### config.mk
export PLATFORM = sky130hd
export DESIGN_NAME = syn_event_expander
export DESIGN_NICKNAME = d
export VERILOG_FILES = /design/src/rtl/sxp_pkg.sv /design/src/rtl/sxp_lfsr.sv /design/src/rtl/sxp_gate.sv /design/src/rtl/sxp_ctrl.sv /design/src/rtl/syn_event_expander.sv
export SDC_FILE = /design/constraint.sdc
export NUM_CORES = 1
export LEC_CHECK = 0
export ABC_AREA = 1
export BUFFER_PORTS_ARGS = -buffer_cell sky130_fd_sc_hd__clkbuf_2
export CELL_PAD_IN_SITES_DETAIL_PLACEMENT = 2
export CELL_PAD_IN_SITES_GLOBAL_PLACEMENT = 2
export CORE_MARGIN = 2
export CORE_UTILIZATION = 31
export DETAILED_ROUTE_END_ITERATION = 16
export GPL_ROUTABILITY_DRIVEN = 0
export MAX_ROUTING_LAYER = met4
export PLACE_DENSITY = 0.81
export SLEW_MARGIN = 20
export SYNTH_ARGS = -nofsm -noshare
export SYNTH_HDL_FRONTEND = slang
export SYNTH_HIERARCHICAL = 1
export SYNTH_SLANG_ARGS = --single-unit
### constraint.sdc
create_clock -name clk -period 4 [get_ports clk]
set_input_delay 0.4 -clock clk [delete_from_list [all_inputs] [get_ports clk]]
set_output_delay 0.4 -clock clk [all_outputs]
set_load 0.01 [all_outputs]
### src/rtl/sxp_pkg.sv
package sxp_pkg;
    localparam int LFSR_W = 16;
    localparam logic [LFSR_W-1:0] LFSR_RESET = 16'hACE1;
    localparam logic [LFSR_W-1:0] LFSR_ZERO_SUB = 16'h0001;

    typedef enum logic [1:0] {
        ST_IDLE  = 2'd0,
        ST_DRAW  = 2'd1,
        ST_SEND  = 2'd2,
        ST_BCAST = 2'd3
    } sxp_state_e;

    function automatic logic [LFSR_W-1:0] lfsr_next(input logic [LFSR_W-1:0] s);
        return {s[LFSR_W-2:0], s[15] ^ s[13] ^ s[12] ^ s[10]};
    endfunction
endpackage

### src/rtl/sxp_lfsr.sv
module sxp_lfsr
    import sxp_pkg::*;
(
    input  logic              clk,
    input  logic              rst_n,
    input  logic              load,
    input  logic [LFSR_W-1:0] seed,
    input  logic              step,
    output logic [LFSR_W-1:0] value
);
    logic [LFSR_W-1:0] state_q;

    always_ff @(posedge clk or negedge rst_n) begin
        if (!rst_n) begin
            state_q <= LFSR_RESET;
        end else if (load) begin
            state_q <= (seed == '0) ? LFSR_ZERO_SUB : seed;
        end else if (step) begin
            state_q <= lfsr_next(state_q);
        end
    end

    assign value = state_q;

    AST_LFSR_NONZERO: assert property (@(posedge clk) disable iff (!rst_n)
        state_q != '0);
    AST_LFSR_IDLE_HOLD: assert property (@(posedge clk) disable iff (!rst_n)
        (!load && !step) |=> $stable(state_q));
endmodule

### src/rtl/sxp_gate.sv
module sxp_gate #(
    parameter int PROB_W = 4,
    parameter int RND_W  = 16
) (
    input  logic [RND_W-1:0]  rnd,
    input  logic [PROB_W-1:0] prob,
    output logic              pass
);
    localparam logic [PROB_W-1:0] PROB_ALWAYS = {PROB_W{1'b1}};

    always_comb begin
        if (prob == PROB_ALWAYS) pass = 1'b1;
        else                     pass = (rnd[PROB_W-1:0] < prob);
    end
endmodule

### src/rtl/sxp_ctrl.sv
module sxp_ctrl
    import sxp_pkg::*;
#(
    parameter int CNT_W = 4
) (
    input  logic             clk,
    input  logic             rst_n,
    input  logic             rec_valid,
    input  logic [CNT_W-1:0] rec_repeat,
    input  logic             rec_bcast,
    input  logic             pass,
    input  logic             ev_ready,
    output logic             rec_ready,
    output logic             accept,
    output logic             step,
    output logic             ev_valid,
    output logic             ev_bcast
);
    localparam logic [CNT_W-1:0] ONE = CNT_W'(1);

    sxp_state_e       state_q, state_d;
    logic [CNT_W-1:0] rem_q, rem_d;

    always_ff @(posedge clk or negedge rst_n) begin
        if (!rst_n) begin
            state_q <= ST_IDLE;
            rem_q   <= '0;
        end else begin
            state_q <= state_d;
            rem_q   <= rem_d;
        end
    end

    always_comb begin
        state_d = state_q;
        rem_d   = rem_q;
        unique case (state_q)
            ST_IDLE: begin
                if (rec_valid) begin
                    if (rec_bcast) begin
                        state_d = ST_BCAST;
                    end else if (rec_repeat != '0) begin
                        state_d = ST_DRAW;
                        rem_d   = rec_repeat;
                    end
                end
            end
            ST_DRAW: begin
                if (pass) begin
                    state_d = ST_SEND;
                end else if (rem_q == ONE) begin
                    state_d = ST_IDLE;
                    rem_d   = '0;
                end else begin
                    rem_d = rem_q - ONE;
                end
            end
            ST_SEND: begin
                if (ev_ready) begin
                    rem_d   = rem_q - ONE;
                    state_d = (rem_q == ONE) ? ST_IDLE : ST_DRAW;
                end
            end
            ST_BCAST: begin
                if (ev_ready) state_d = ST_IDLE;
            end
            default: state_d = ST_IDLE;
        endcase
    end

    always_comb begin
        rec_ready = (state_q == ST_IDLE);
        accept    = rec_ready && rec_valid;
        step      = (state_q == ST_DRAW);
        ev_valid  = (state_q == ST_SEND) || (state_q == ST_BCAST);
        ev_bcast  = (state_q == ST_BCAST);
    end

    AST_REP_LEFT: assert property (@(posedge clk) disable iff (!rst_n)
        (state_q == ST_DRAW || state_q == ST_SEND) |-> rem_q != '0);
    AST_SEND_AFTER_DRAW: assert property (@(posedge clk) disable iff (!rst_n)
        $rose(state_q == ST_SEND) |-> $past(state_q) == ST_DRAW);
endmodule

### src/rtl/syn_event_expander.sv
module syn_event_expander
    import sxp_pkg::*;
#(
    parameter int ADDR_W = 12,
    parameter int WT_W   = 4,
    parameter int CNT_W  = 4,
    parameter int PROB_W = 4,
    parameter int EREV_W = 8
) (
    input  logic              clk,
    input  logic              rst_n,
    input  logic              seed_load,
    input  logic [LFSR_W-1:0] seed_value,
    input  logic              rec_valid,
    output logic              rec_ready,
    input  logic [ADDR_W-1:0] rec_dest,
    input  logic [WT_W-1:0]   rec_weight,
    input  logic [CNT_W-1:0]  rec_repeat,
    input  logic [PROB_W-1:0] rec_prob,
    input  logic [EREV_W-1:0] rec_erev,
    input  logic              rec_bcast,
    output logic              ev_valid,
    input  logic              ev_ready,
    output logic [ADDR_W-1:0] ev_dest,
    output logic [WT_W-1:0]   ev_weight,
    output logic [EREV_W-1:0] ev_erev,
    output logic              ev_bcast
);
    logic [ADDR_W-1:0] dest_q;
    logic [WT_W-1:0]   weight_q;
    logic [PROB_W-1:0] prob_q;
    logic [EREV_W-1:0] erev_q;
    logic [LFSR_W-1:0] rnd;
    logic              accept, step, pass;

    always_ff @(posedge clk or negedge rst_n) begin
        if (!rst_n) begin
            dest_q   <= '0;
            weight_q <= '0;
            prob_q   <= '0;
            erev_q   <= '0;
        end else if (accept) begin
            dest_q   <= rec_dest;
            weight_q <= rec_weight;
            prob_q   <= rec_prob;
            erev_q   <= rec_erev;
        end
    end

    sxp_lfsr u_lfsr (
        .clk   (clk),
        .rst_n (rst_n),
        .load  (seed_load),
        .seed  (seed_value),
        .step  (step),
        .value (rnd)
    );

    sxp_gate #(.PROB_W(PROB_W), .RND_W(LFSR_W)) u_gate (
        .rnd  (rnd),
        .prob (prob_q),
        .pass (pass)
    );

    sxp_ctrl #(.CNT_W(CNT_W)) u_ctrl (
        .clk        (clk),
        .rst_n      (rst_n),
        .rec_valid  (rec_valid),
        .rec_repeat (rec_repeat),
        .rec_bcast  (rec_bcast),
        .pass       (pass),
        .ev_ready   (ev_ready),
        .rec_ready  (rec_ready),
        .accept     (accept),
        .step       (step),
        .ev_valid   (ev_valid),
        .ev_bcast   (ev_bcast)
    );

    assign ev_dest   = dest_q;
    assign ev_weight = weight_q;
    assign ev_erev   = erev_q;

    AST_EV_HOLD: assert property (@(posedge clk) disable iff (!rst_n)
        (ev_valid && !ev_ready) |=> (ev_valid && $stable(ev_dest) && $stable(ev_weight)
                                     && $stable(ev_erev) && $stable(ev_bcast)));
    AST_NO_READY_WHILE_EV: assert property (@(posedge clk) disable iff (!rst_n)
        ev_valid |-> !rec_ready);
    AST_PROB_ZERO_SILENT: assert property (@(posedge clk) disable iff (!rst_n)
        (ev_valid && !ev_bcast) |-> prob_q != '0);
    AST_BCAST_NO_STEP: assert property (@(posedge clk) disable iff (!rst_n)
        ev_bcast |-> !step);
endmodule

Word level (Yosys, flattened, before mapping)

Cells that the tools add are included.

Order comparisons: 1
Equal/unequal tests: 13
Bitwise logic cells: 3
Reductions and logical operators: 9
Multiplexer cells: 20
Add/sub/neg operators: 1

Operators by type and width:

| operator                                          | number |
|---|---|
| 2-to-1 mux 16 bit                                 | 3 |
| 2-to-1 mux 4 bit                                  | 6 |
| logical NOT 16 bit                                | 1 |
| 2-to-1 mux 2 bit                                  | 7 |
| one-hot mux 4 bit (3 select lines)                | 1 |
| != test 2 bit (second input constant)             | 5 |
| one-hot mux 2 bit (4 select lines)                | 1 |
| != test 3 x 1 -> 1 bit (second input constant)    | 2 |
| AND reduction 6 bit                               | 1 |
| AND reduction 5 bit                               | 1 |
| == test 2 bit (second input constant)             | 2 |
| == test 4 x 1 -> 1 bit (second input constant)    | 1 |
| == test 4 bit (second input constant)             | 1 |
| < comparator 4 bit                                | 1 |
| nonzero test 4 bit                                | 1 |
| subtractor 4 x 1 -> 4 bit (second input constant) | 1 |
| nonzero test 3 bit                                | 1 |
| bitwise XOR 1 bit                                 | 3 |
| == test 2 x 1 -> 1 bit (second input constant)    | 1 |
| logical NOT 2 bit                                 | 1 |
| 2-to-1 mux 1 bit                                  | 2 |
| != test 2 x 1 -> 1 bit (second input constant)    | 1 |
| nonzero test 2 bit                                | 1 |
| logical AND 1 bit                                 | 1 |
| logical OR 1 bit                                  | 1 |

Bits in registers: 50
Input port bits: 54
Word-level logic and storage cells: 54

Depth between registers and ports, before layout

Gate-level depths: netlist (run 1).

Depth after elaboration: 5
Mapped depth: 14
Mapped depth without buffers: 14

Cells and area by module

The synthesis (run 1) kept the hierarchy.

By module, submodules not included:

| module             | area an instance (sq um) | cells an instance | instances |
|---|---|---|---|
| syn_event_expander | 1076.0                   | 118               | 1 |
| sxp_lfsr           | 928.4                    | 111               | 1 |
| sxp_ctrl           | 589.3                    | 89                | 1 |
| sxp_gate           | 97.6                     | 18                | 1 |

Worst setup path after synthesis (run 1)

OpenSTA, ideal clock, no wires.

Path kind: register to register
Start: reg u_lfsr.state_q[3] (netlist: u_lfsr/value[3])
End: reg u_ctrl.rem_q[3]
Buffers on the path: 0
Arrival: 1368 ps
Cell stages (with the launch flop): 13
Required time: 3884 ps
Path slack: 2517 ps
Period minus slack after synthesis: 1483 ps
Library setup time: 116 ps
Cell sequence: dfrtp_1 -> ha_1 -> nand2_1 -> inv_1 -> nand2_1 -> nand2_1 -> nand2_1 -> nand2_1 -> nand3_2 -> nor2_4 -> nand3_1 -> nor2_1 -> nor2_1

Longest elaborated chain between the ends: 4

RTL lines:

| what                                 | line                     | RTL |
|---|---|---|
| from (decl)                          | sxp_lfsr.sv:11           | `logic [LFSR_W-1:0] state_q;` |
| from (signal assigned)               | sxp_lfsr.sv:17           | `state_q <= (seed == '0) ? LFSR_ZERO_SUB : seed;` |
| from (signal assigned)               | sxp_lfsr.sv:19           | `state_q <= lfsr_next(state_q);` |
| < comparator 4 bit                   | sxp_gate.sv:13           | `else pass = (rnd[PROB_W-1:0] < prob);` |
| 2-to-1 mux 1 bit                     | sxp_gate.sv:12           | `if (prob == PROB_ALWAYS) pass = 1'b1;` |
| named net pass                       | syn_event_expander.sv:34 | `logic accept, step, pass;` |
| != test 2 bit (no source line)       | -                        |  |
| AND reduction 6 bit (no source line) | -                        |  |
| to (signal assigned)                 | sxp_ctrl.sv:30           | `rem_q <= rem_d;` |
| to (decl)                            | sxp_ctrl.sv:22           | `logic [CNT_W-1:0] rem_q, rem_d;` |

The timed path passes the listed nets, and every way through them passes these cells.
A chain may end at the register's enable or synchronous reset.

Worst setup path in the final report (run 1)

Start: reg u_ctrl.state_q[0]
End: reg erev_q[5] (netlist: ev_erev[5])

Longest elaborated chain between the ends: 2

RTL lines:

| what                   | line                     | RTL |
|---|---|---|
| from (decl)            | sxp_ctrl.sv:21           | `sxp_state_e state_q, state_d;` |
| from (signal assigned) | sxp_ctrl.sv:29           | `state_q <= state_d;` |
| logical NOT 2 bit      | sxp_ctrl.sv:72           | `rec_ready = (state_q == ST_IDLE);` |
| logical AND 1 bit      | sxp_ctrl.sv:73           | `accept = rec_ready && rec_valid;` |
| named net accept       | syn_event_expander.sv:34 |  |
| to (signal assigned)   | syn_event_expander.sv:46 | `erev_q <= rec_erev;` |
| to (decl)              | syn_event_expander.sv:32 | `logic [EREV_W-1:0] erev_q;` |

The timed path passes the listed nets, and every way through them passes these cells.

==> results of run 1 <==
-- power by group through the flow --
stage          registers, mW  logic [mW]  clock network [mW]
2_1_floorplan          0.926       0.746                   0
3_3_place_gp           0.903        1.08                   0
3_5_place_dp           0.907        1.15                   0
4_1_cts                0.903        1.15               0.300
5_1_grt                0.930        1.29               0.326
6_report               0.898        1.12               0.287
-- final cells by class --
class,instances,area (µm²)
inverter,31,123.9
fill,1022,5057
multi-input combinational,248,1231
sequential,50,1261
clock buffer,5,68.82
tap,105,131.4
timing repair buffer,82,415.4
clock inverter,2,10.01
-- synth_stat cells, types with 4 or more instances --
cell type,instances,area [µm²]
sky130_fd_sc_hd__ha_1,10,125.1
sky130_fd_sc_hd__dfstp_2,8,210.2
sky130_fd_sc_hd__buf_6,6,67.56
sky130_fd_sc_hd__nand3_1,7,35.03
sky130_fd_sc_hd__nor3_1,7,35.03
sky130_fd_sc_hd__a211oi_2,4,50.05
sky130_fd_sc_hd__inv_2,4,15.01
sky130_fd_sc_hd__nand2_1,150,563.0
sky130_fd_sc_hd__dfrtp_1,42,1051
sky130_fd_sc_hd__nor2_1,40,150.1
sky130_fd_sc_hd__a21oi_1,4,20.02
sky130_fd_sc_hd__inv_1,24,90.09
-- sequential cells by signal (all words and copies together) (netlist names) --
signal	cells
ev_weight	4
ev_dest	12
u_ctrl/state_q	2
u_lfsr/value	16
ev_erev	8
u_ctrl/rem_q	4
prob_q	4
-- path summary, 6_finish.rpt --
check                      cells past startpoint  slack, ns                            to
setup / recovery                               8       2.11        ev_erev[5]$_DFFE_PN0P_
setup reg to reg                               8       2.11        ev_erev[5]$_DFFE_PN0P_
min in group clk                               3       0.29       ev_dest[10]$_DFFE_PN0P_
hold / removal                                 2       0.21  u_lfsr/value[14]$_DFFE_PN0P_
hold reg to reg                                2       0.48        ev_erev[4]$_DFFE_PN0P_
max in group asynchronous                      2       3.36         prob_q[1]$_DFFE_PN0P_
-- stage by stage --
stage	instances	hold WS, ns	setup slack, ns
3_3_place_gp	516	0.4563	2.171
5_1_grt	523	0.2490	1.882
6_report	523	0.2088	2.107
3_5_place_dp	516	0.4651	2.079
4_1_cts	523	0.2319	2.058
2_1_floorplan	336	0.1044	2.517
-- kinds of logic after synthesis --
group,Yosys count
AOI/OAI and AO/OA,20
xor gates and xnor gates,1
adders and majority gates,10
buffers and inverters,38
DFF,50
and+or+nand+nor,217
-- routing by layer --
metal / wire length [µm] / global-route usage / part of all wire
met1: 3231 / 0.2042 / 0.43
met2: 3881 / 0.3034 / 0.51
met3: 359 / 0.03957 / 0.047
met4: 107 / 0.04984 / 0.014
met5: 0 / - / 0
-- critical path: stages, from the launching register on --
cell and delay (ns):
sky130_fd_sc_hd__dfrtp_1 0.44, sky130_fd_sc_hd__inv_1 0.10, sky130_fd_sc_hd__ha_1 0.33, sky130_fd_sc_hd__nand2_1 0.09, sky130_fd_sc_hd__inv_1 0.06, sky130_fd_sc_hd__buf_4 0.28
sky130_fd_sc_hd__inv_2 0.27, sky130_fd_sc_hd__nand2_1 0.13, sky130_fd_sc_hd__nand2_1 0.06
==> qor.log, run 1 <==
qor: yosys.synth_nets 400
qor: floorplan.design.core.area 8299 µm²
qor: clock_network.tritoncts built
qor: timing.slew_headroom 0.5596
qor: yosys.netlist_cell_types 32
qor: yosys.synth_xor_area_frac 0.003254
qor: outcome.run_status completed
qor: pwr.clock_power_share 0.125
qor: setup_path.arrival_time_worst_endpoint 2.09 ns
qor: route.number_of_nets_with_antenna_violations_after_detailed_routing 0
qor: route.via_per_inst 4.717
qor: clock_network.clock_root_buffer_master sky130_fd_sc_hd__clkbuf_8
qor: global_routing.grt_remaining_overflow 0
qor: clock_network.cts_post_setup_buffers_inserted 0
qor: setup_path.worst_setup_path_start_kind register
qor: route.route.detailed.drc 0
qor: yosys.yosys.area_share.simple 0.3426
qor: route.drt_pass1_iterations 4
qor: clock_network.cts_hold_buffers 0
qor: run.max-cap-violations 0
qor: yosys.synthCells 336
qor: setup_path.worstPathRequired 4.20 ns
qor: timing.grt_setup_unrepaired false
qor: pwr.netSwitchingFraction 0.4476
qor: yosys.yosys_warnings 6
qor: min_path.hp-class primary input to asynchronous set/reset pin
qor: finish.layout_commonest_cell sky130_fd_sc_hd__nand2_1
qor: finish.final_cell_area 3242 µm²
qor: setup_path.crit_fanout 29
qor: yosys.main_combinational_cell_family_by_area_after_synthesis simple AND/OR/NAND/NOR gates
qor: setup_path.r2r_start u_ctrl/state_q[0]$_DFFE_PN0P_
qor: yosys.yosys_register_bits 50
qor: clock_network.htreeDepth 2
qor: route.initialDrtViolationCount 56
qor: floorplan.die_y 97.18 µm
qor: clock_network.post_cts_resize_count 0
qor: floorplan.initial_core_utilization 0.3243
qor: pwr.vdd.ir_drop.worst 0.2357 mV
qor: floorplan.number_of_primary_i_o_pins 81
qor: route.wirelength 7579 µm
qor: clock_network.worst_setup_hold_path_clk_slew 0.09 ns
qor: finish.area_growth 20.46%
qor: clock_network.numClockSinks 50
qor: yosys.synth-seq-area-share 0.4686
qor: timing.timing.final.crit_period 1.893 ns
qor: floorplan.die_area 9443 µm²
qor: global_routing.grt_usage 0.1751
qor: placed_design.place_hpwl 5864 µm
qor: timing.period_share 0.4732
qor: floorplan.floorplan.die.width 97.18 µm
qor: clock_network.clkLatencyLatePin 0.30 ns
qor: placed_design.placed_area 3163 µm²
qor: timing.finalMaxSlewViolations 0
qor: yosys.synthMuxAreaShare 0
qor: yosys.ys_async_rst_share 1.000
qor: placed_design.port-buffer-count 80
qor: finish.antenna_cells_inserted 0
qor: yosys.post_synth_fa_ha_maj_area_fraction 0.04649
qor: finish.post-route-util 0.3906
qor: global_routing.first_global_vias 2,713
qor: yosys.synth-main-ff-cell sky130_fd_sc_hd__dfrtp_1
qor: yosys.syn_area 2691 µm²
qor: timing.worst_pin_slew 0.6607 ns
qor: route.via_count 2,467
qor: clock_network.clk_path_buf_depth 2
qor: yosys.synth_compound_gate_area_share 0.06509
qor: timing.final.setup.tns 0 ns
qor: route.routed_length_per_instance 14.49 µm
qor: setup_path.endpoint_kind register
qor: global_routing.grt_first_pass_wirelength 13,010 µm
qor: pwr.power.sequential.fraction 0.390
qor: finish.mostFrequentLayoutCells 150 x sky130_fd_sc_hd__nand2_1, 80 x sky130_fd_sc_hd__clkbuf_2, 42 x sky130_fd_sc_hd__dfrtp_1
qor: finish.drive_above_1_share 0.2943
qor: finish.fin_nets 482
qor: pwr.pwr-share-comb 0.485
qor: global_routing.initial_antenna_violation_count 0
qor: floorplan.fp-row-count 33
qor: yosys.synth.avg_cell_area 8.010 µm²
qor: clock_network.cts_inserted_buffers 5
qor: global_routing.grt_start_max_net_pins 51
qor: pwr.p_sw 1.030 mW
qor: setup_path.timing_worst_setup_path_type register to register
qor: setup_path.crit_start u_ctrl/state_q[0]$_DFFE_PN0P_
qor: timing.report.final.setup_viol 0
qor: timing.achievable-frequency 528.3 MHz
qor: pwr.power 2.300 mW
qor: pwr.power_leakage 1.807 nW
qor: timing.timing.clock.skew 0.005339 ns
qor: yosys.number_of_synthesized_flops_with_an_enable_pin 0
qor: pwr.power.density 709.5 nW/µm²
qor: pwr.power_report.internal_total 1.271 mW
qor: timing.hold_viol 0
No activity file was read; power rests on OpenSTA's default activity.
==> inputs of run 2 (changes only) <==
Settings changed: CORE_UTILIZATION 31 to 26, PLACE_DENSITY 0.81 to 0.72.
Clock period 4 ns to 1.6 ns, I/O delays scaled along.
==> qor.log, run 2 (synthesis gave the netlist of run 1 again) <==
qor: timing.final.setup.tns -0.1358 ns
qor: route.routed_length_per_instance 13.90 µm
qor: timing.finalMaxSlewViolations 0
qor: setup_path.worstPathRequired 1.84 ns
qor: min_path.start_point_of_the_worst_hold_path rec_dest[3]
qor: placed_design.place_hpwl 5880 µm
qor: finish.largest_register_ffs 16
qor: floorplan.die_y 105.7 µm
qor: timing.timing.clock.skew 0.006633 ns
qor: setup_path.r2r_start u_lfsr/value[1]$_DFFE_PN0P_
qor: finish.fin_cells 568
qor: placed_design.port-buffer-count 80
qor: clock_network.clkLatencyLatePin 0.31 ns
qor: global_routing.grt_start_max_net_pins 51
qor: floorplan.fp-row-count 37
qor: route.drt_pass1_iterations 4
qor: min_path.holdPathEnd ev_dest[3]$_DFFE_PN0P_
qor: floorplan.die_area 11,180 µm²
qor: setup_path.critical_path.cell_chain ha_4 > nand2_2 > nand2_1 > nand2_1 > nand2_1 > nand2_2 > nand2_2 > nand3_2 > nor2_4 > nand2_4 > inv_4 > nor2_2 > nor2_1
qor: timing.period_share 1.043
qor: finish.area_growth 30.68%
qor: setup_path.worst_setup_path_start_kind register
qor: clock_network.worst_setup_hold_path_clk_slew 0.10 ns
qor: setup_path.arrival_time_worst_endpoint 1.91 ns
qor: setup_path.slowest_delay 0.42 ns
qor: setup_path.endpoint_kind register
qor: run.max-cap-violations 0
qor: finish.antenna_cells_inserted 0
qor: floorplan.number_of_primary_i_o_pins 81
qor: route.wl_met3 322 µm
qor: floorplan.design.core.area 10,180 µm²
qor: setup_path.reg2regPathDepth 13
qor: placed_design.post-place-cells 554
qor: min_path.whs_path_cells 3
qor: route.routed-wl-met2 3951 µm
qor: timing.timing.final.crit_period 1.668 ns
qor: pwr.power_leakage 1.891 nW
qor: setup_path.crit_fanout 5
qor: clock_network.clk_path_buf_depth 2
qor: route.initialDrtViolationCount 27
qor: pwr.vdd.ir_drop.worst 0.6044 mV
qor: global_routing.initial_antenna_violation_count 0
qor: route.route.top_layer_used met4
qor: timing.hold_viol 0
qor: global_routing.grt_first_pass_wirelength 13,660 µm
qor: route.via_count 2,472
qor: placed_design.post-place-ws -0.1186 ns
qor: finish.fin_nets 495
qor: floorplan.floorplan.die.width 105.7 µm
qor: timing.worst_pin_slew 0.3639 ns
qor: setup_path.worstSetupPathDepth 13
qor: global_routing.grt_usage 0.1553
qor: clock_network.clock_root_buffer_master sky130_fd_sc_hd__clkbuf_8
qor: floorplan.initial_core_utilization 0.2643
qor: pwr.power 6.446 mW
qor: setup_path.timing_worst_setup_path_type register to register
qor: route.route.detailed.drc 0
qor: setup_path.setup.reg_to_reg.worst_slack -0.07 ns
qor: global_routing.first_global_vias 2,864
qor: timing.report.final.setup_viol 4
qor: setup_path.category_of_cells_accounting_for_the_largest_share_of_critical_path_delay simple AND/OR/NAND/NOR gates
qor: finish.mostFrequentLayoutCells 145 x sky130_fd_sc_hd__nand2_1, 80 x sky130_fd_sc_hd__clkbuf_2, 42 x sky130_fd_sc_hd__dfrtp_1
qor: finish.layout_commonest_cell sky130_fd_sc_hd__nand2_1
qor: clock_network.htreeDepth 2
qor: outcome.run_status complete, but fails checks
qor: route.number_of_nets_with_antenna_violations_after_detailed_routing 0
qor: finish.drive_above_1_share 0.3588
qor: min_path.hp-class primary input to register
qor: outcome.failing_checks negative setup slack
qor: setup_path.timing.critical_path.buf_inv 1
qor: global_routing.grt_remaining_overflow 0
qor: clock_network.cts_inserted_buffers 5
qor: timing.achievable-frequency 599.4 MHz
qor: placed_design.placed_area 3267 µm²
qor: route.detail_route.wirelength.met1 3524 µm
qor: route.via_per_inst 4.352
qor: route.wirelength 7893 µm
qor: setup_path.crit_path_top_delay_cell sky130_fd_sc_hd__dfrtp_1
qor: timing.slew_headroom 0.7570
qor: timing.timing.final.ws_setup -0.06823 ns
qor: pwr.power.density 1833 nW/µm²
qor: timing.grt_setup_unrepaired true
qor: setup_path.worstReg2RegEnd u_ctrl/rem_q[3]$_DFFE_PN0P_
qor: finish.final_cell_area 3517 µm²
qor: clock_network.tritoncts built
qor: clock_network.numClockSinks 50
==> run 2: area by class of cell <==
cell class                 count  area, µm²
sequential                    50       1261
tap                          136      170.2
clock buffer                   5      68.82
timing repair buffer          95      540.5
clock inverter                 3      43.79
inverter                      31      128.9
fill                        1231       6668
multi-input combinational    248       1304
==> run 2: stage by stage <==
stage            util  hold slack [ns]
2_1_floorplan       -          -0.1356
3_3_place_gp   0.3208           0.1819
3_5_place_dp   0.3208           0.1811
4_1_cts        0.3369          0.03331
5_1_grt        0.3453          0.04003
6_report       0.3453          0.04376
==> run 2: how the worst max path moves through the flow <==
stage | startpoint | end
5_1_grt | u_lfsr/value[0]$_DFFE_PN1P_ | u_ctrl/rem_q[3]$_DFFE_PN0P_
3_3_place_gp | u_lfsr/value[3]$_DFFE_PN0P_ | u_ctrl/rem_q[3]$_DFFE_PN0P_
3_5_place_dp | prob_q[3]$_DFFE_PN0P_ | u_ctrl/rem_q[3]$_DFFE_PN0P_
2_1_floorplan | u_lfsr/value[3]$_DFFE_PN0P_ | u_ctrl/rem_q[3]$_DFFE_PN0P_
4_1_cts | u_lfsr/value[3]$_DFFE_PN0P_ | u_ctrl/rem_q[2]$_DFFE_PN0P_
6_report | u_lfsr/value[1]$_DFFE_PN0P_ | u_ctrl/rem_q[3]$_DFFE_PN0P_
==> run 2: worst reg2reg max path, delay by kind of cell (launching register included) <==
kind	cells	cell delay [ns]
adders and majority gates	1	0.28
buffers and inverters	1	0.08
DFF	1	0.42
and+or+nand+nor	11	0.83
==> run 2: timing repair <==
item                                    4_1_cts  5_1_grt
endpoints found under the setup margin       31       25
setup buffers                                 0        5
gates resized for setup                      12       15
endpoints found under the hold margin        42        0
hold buffers                                  1        0
pin swaps                                     4       11
==> run 2: layer usage <==
metal  vias to the layer above  track usage
met2                        58       0.2645
met1                      1185       0.1917
met5                         -            -
met4                         0      0.03383
met3                         6      0.03030
li1                       1223            -
==> run 2: where the power goes <==
| group | total, mW | leakage [nW] | internal (mW) | switching [mW] |
|---|---|---|---|---|
| clock | 0.931 | 0.0585 | 0.470 | 0.461 |
| sequential | 2.23 | 0.594 | 1.86 | 0.370 |
| combinational | 3.29 | 1.24 | 1.31 | 1.98 |
| total | 6.45 | 1.89 | 3.64 | 2.81 |
==> inputs of run 3 (changes only) <==
Settings changed: REMOVE_ABC_BUFFERS set to 1.
==> qor.log, run 3 (synthesis gave the netlist of run 1 again) <==
qor: outcome.run_status complete, but fails checks
qor: outcome.failing_checks negative setup slack
qor: setup_path.slowest_delay 0.41 ns
qor: floorplan.design.core.area 10,180 µm²
qor: global_routing.first_global_vias 2,773
qor: timing.worst_pin_slew 0.5191 ns
qor: clock_network.cts_inserted_buffers 5
qor: clock_network.clkLatencyLatePin 0.30 ns
qor: min_path.whs_path_cells 3
qor: route.via_count 2,518
qor: pwr.power_leakage 1.912 nW
qor: finish.area_growth 30.31%
qor: route.routed-wl-met2 3873 µm
qor: route.route.top_layer_used met4
qor: clock_network.tritoncts built
qor: global_routing.grt_start_max_net_pins 29
qor: setup_path.arrival_time_worst_endpoint 1.87 ns
qor: timing.holdWs 0.04941 ns
qor: run.max-cap-violations 0
qor: route.routed_length_per_instance 13.85 µm
qor: pwr.vdd.ir_drop.worst 0.5672 mV
qor: finish.largest_register_ffs 16
qor: setup_path.endpoint_kind register
qor: setup_path.worstSetupPathDepth 13
qor: route.number_of_nets_with_antenna_violations_after_detailed_routing 0
qor: global_routing.grt_first_pass_wirelength 13,530 µm
qor: setup_path.crit_path_top_delay_cell sky130_fd_sc_hd__dfrtp_1
qor: setup_path.worstPathRequired 1.83 ns
qor: global_routing.grt_usage 0.1549
qor: finish.mostFrequentLayoutCells 145 x sky130_fd_sc_hd__nand2_1, 80 x sky130_fd_sc_hd__clkbuf_2, 42 x sky130_fd_sc_hd__dfrtp_1
qor: timing.timing.clock.skew 0.01176 ns
qor: timing.timing.final.ws_setup -0.03581 ns
qor: route.drt_pass1_iterations 4
qor: timing.grt_setup_unrepaired true
qor: setup_path.timing_worst_setup_path_type register to register
qor: clock_network.worst_setup_hold_path_clk_slew 0.10 ns
qor: floorplan.fp-row-count 37
qor: route.wirelength 7948 µm
qor: global_routing.initial_antenna_violation_count 0
qor: global_routing.grt_remaining_overflow 0
qor: setup_path.category_of_cells_accounting_for_the_largest_share_of_critical_path_delay simple AND/OR/NAND/NOR gates
qor: floorplan.die_y 105.7 µm
qor: route.route.detailed.drc 0
qor: finish.layout_commonest_cell sky130_fd_sc_hd__nand2_1
qor: setup_path.worstReg2RegEnd u_ctrl/rem_q[3]$_DFFE_PN0P_
qor: finish.final_cell_area 3507 µm²
qor: setup_path.r2r_start u_lfsr/value[2]$_DFFE_PN0P_
qor: route.via_per_inst 4.387
qor: timing.report.final.setup_viol 3
qor: clock_network.clock_root_buffer_master sky130_fd_sc_hd__clkbuf_8
qor: timing.final.setup.tns -0.07353 ns
qor: timing.timing.final.crit_period 1.636 ns
qor: setup_path.worstSetupEndpoint u_ctrl/rem_q[3]$_DFFE_PN0P_
qor: min_path.hp-class primary input to register
qor: setup_path.critical_path.cell_chain ha_1 > nand2_2 > inv_1 > nand2_1 > nand2_1 > nand2_2 > nand2_2 > nand3_2 > nor2_4 > nand2_4 > inv_4 > nor2_2 > nor2_1
qor: clock_network.htreeDepth 2
qor: floorplan.number_of_primary_i_o_pins 81
qor: floorplan.floorplan.die.width 105.7 µm
qor: setup_path.crit_fanout 5
qor: route.detail_route.wirelength.met1 3705 µm
qor: placed_design.post-place-cells 556
qor: finish.drive_above_1_share 0.3493
qor: floorplan.initial_core_utilization 0.2643
qor: setup_path.crit_start u_lfsr/value[2]$_DFFE_PN0P_
qor: clock_network.clk_path_buf_depth 2
qor: timing.hold_viol 0
qor: floorplan.die_area 11,180 µm²
qor: timing.achievable-frequency 611.3 MHz
qor: route.wl_met3 347 µm
qor: placed_design.placed_area 3294 µm²
qor: setup_path.timing.critical_path.buf_inv 2
qor: pwr.power.density 1779 nW/µm²
qor: placed_design.place_hpwl 6317 µm
qor: timing.finalMaxSlewViolations 0
qor: setup_path.setup.reg_to_reg.worst_slack -0.04 ns
qor: timing.slew_headroom 0.6539
qor: setup_path.worst_setup_path_start_kind register
qor: clock_network.numClockSinks 50
qor: route.initialDrtViolationCount 63
qor: finish.antenna_cells_inserted 0
qor: pwr.power 6.238 mW
qor: finish.num-fill-cells 1,241
qor: timing.period_share 1.022
qor: setup_path.critical-path-top-cell-by-count sky130_fd_sc_hd__nand2_2
qor: setup_path.reg2regPathDepth 13
qor: finish.fin_nets 501
qor: finish.fin_cells 574
qor: placed_design.port-buffer-count 80
-- run 3: power breakdown --
group,total [mW],switching (mW),leakage (nW),internal (mW)
sequential,2.23,0.374,0.594,1.86
combinational,3.25,1.94,1.27,1.31
clock,0.757,0.444,0.0456,0.313
-- run 3: timing repair --
item | in CTS | in global routing
pin swaps | 10 | 8
resized for setup | 10 | 8
endpoints found under the hold margin | 15 | 0
endpoints found under the setup margin | 17 | 36
buffers inserted | 6 | 3
hold buffers | 1 | 0
-- run 3: cell type report --
class                      count  area (µm²)  area share
multi-input combinational    248        1274      0.3632
timing repair buffer         101       589.3      0.1680
clock buffer                   6       72.57     0.02069
sequential                    50        1261      0.3596
inverter                      31       126.4     0.03603
clock inverter                 2       13.76    0.003924
tap                          136       170.2     0.04852
-- run 3: layer usage --
metal	global-route usage	up-vias
li1	-	1243
met1	0.1990	1210
met2	0.2599	60
met3	0.02845	5
met4	0.02538	0
met5	-	-
-- run 3: worst min-delay path by stage --
stage,start,endpoint,slack (ns)
finish,rec_dest[8],ev_dest[8]$_DFFE_PN0P_,0.05
detailed placement,rst_n,ev_dest[0]$_DFFE_PN0P_,0.17
global placement,rst_n,ev_dest[0]$_DFFE_PN0P_,0.16
CTS,rec_dest[8],ev_dest[8]$_DFFE_PN0P_,0.04
floorplan,rst_n,ev_dest[0]$_DFFE_PN0P_,-0.14
global route,rec_weight[3],ev_weight[3]$_DFFE_PN0P_,0.05
-- run 3: stage by stage --
| step | utilization | setup slack [ns] |
|---|---|---|
| floorplan | - | -0.2793 |
| global placement | 0.3235 | -0.07534 |
| detailed placement | 0.3235 | -0.1002 |
| CTS | 0.3408 | -0.09027 |
| global route | 0.3443 | -0.2123 |
| finish | 0.3443 | -0.03581 |
-- run 3: worst register-to-register path, delay by kind of cell, from the launching register on --
family	cells	cell delay, ns
and+or+nand+nor	10	0.73
buffers and inverters	2	0.13
adders and majority gates	1	0.31
DFF	1	0.41
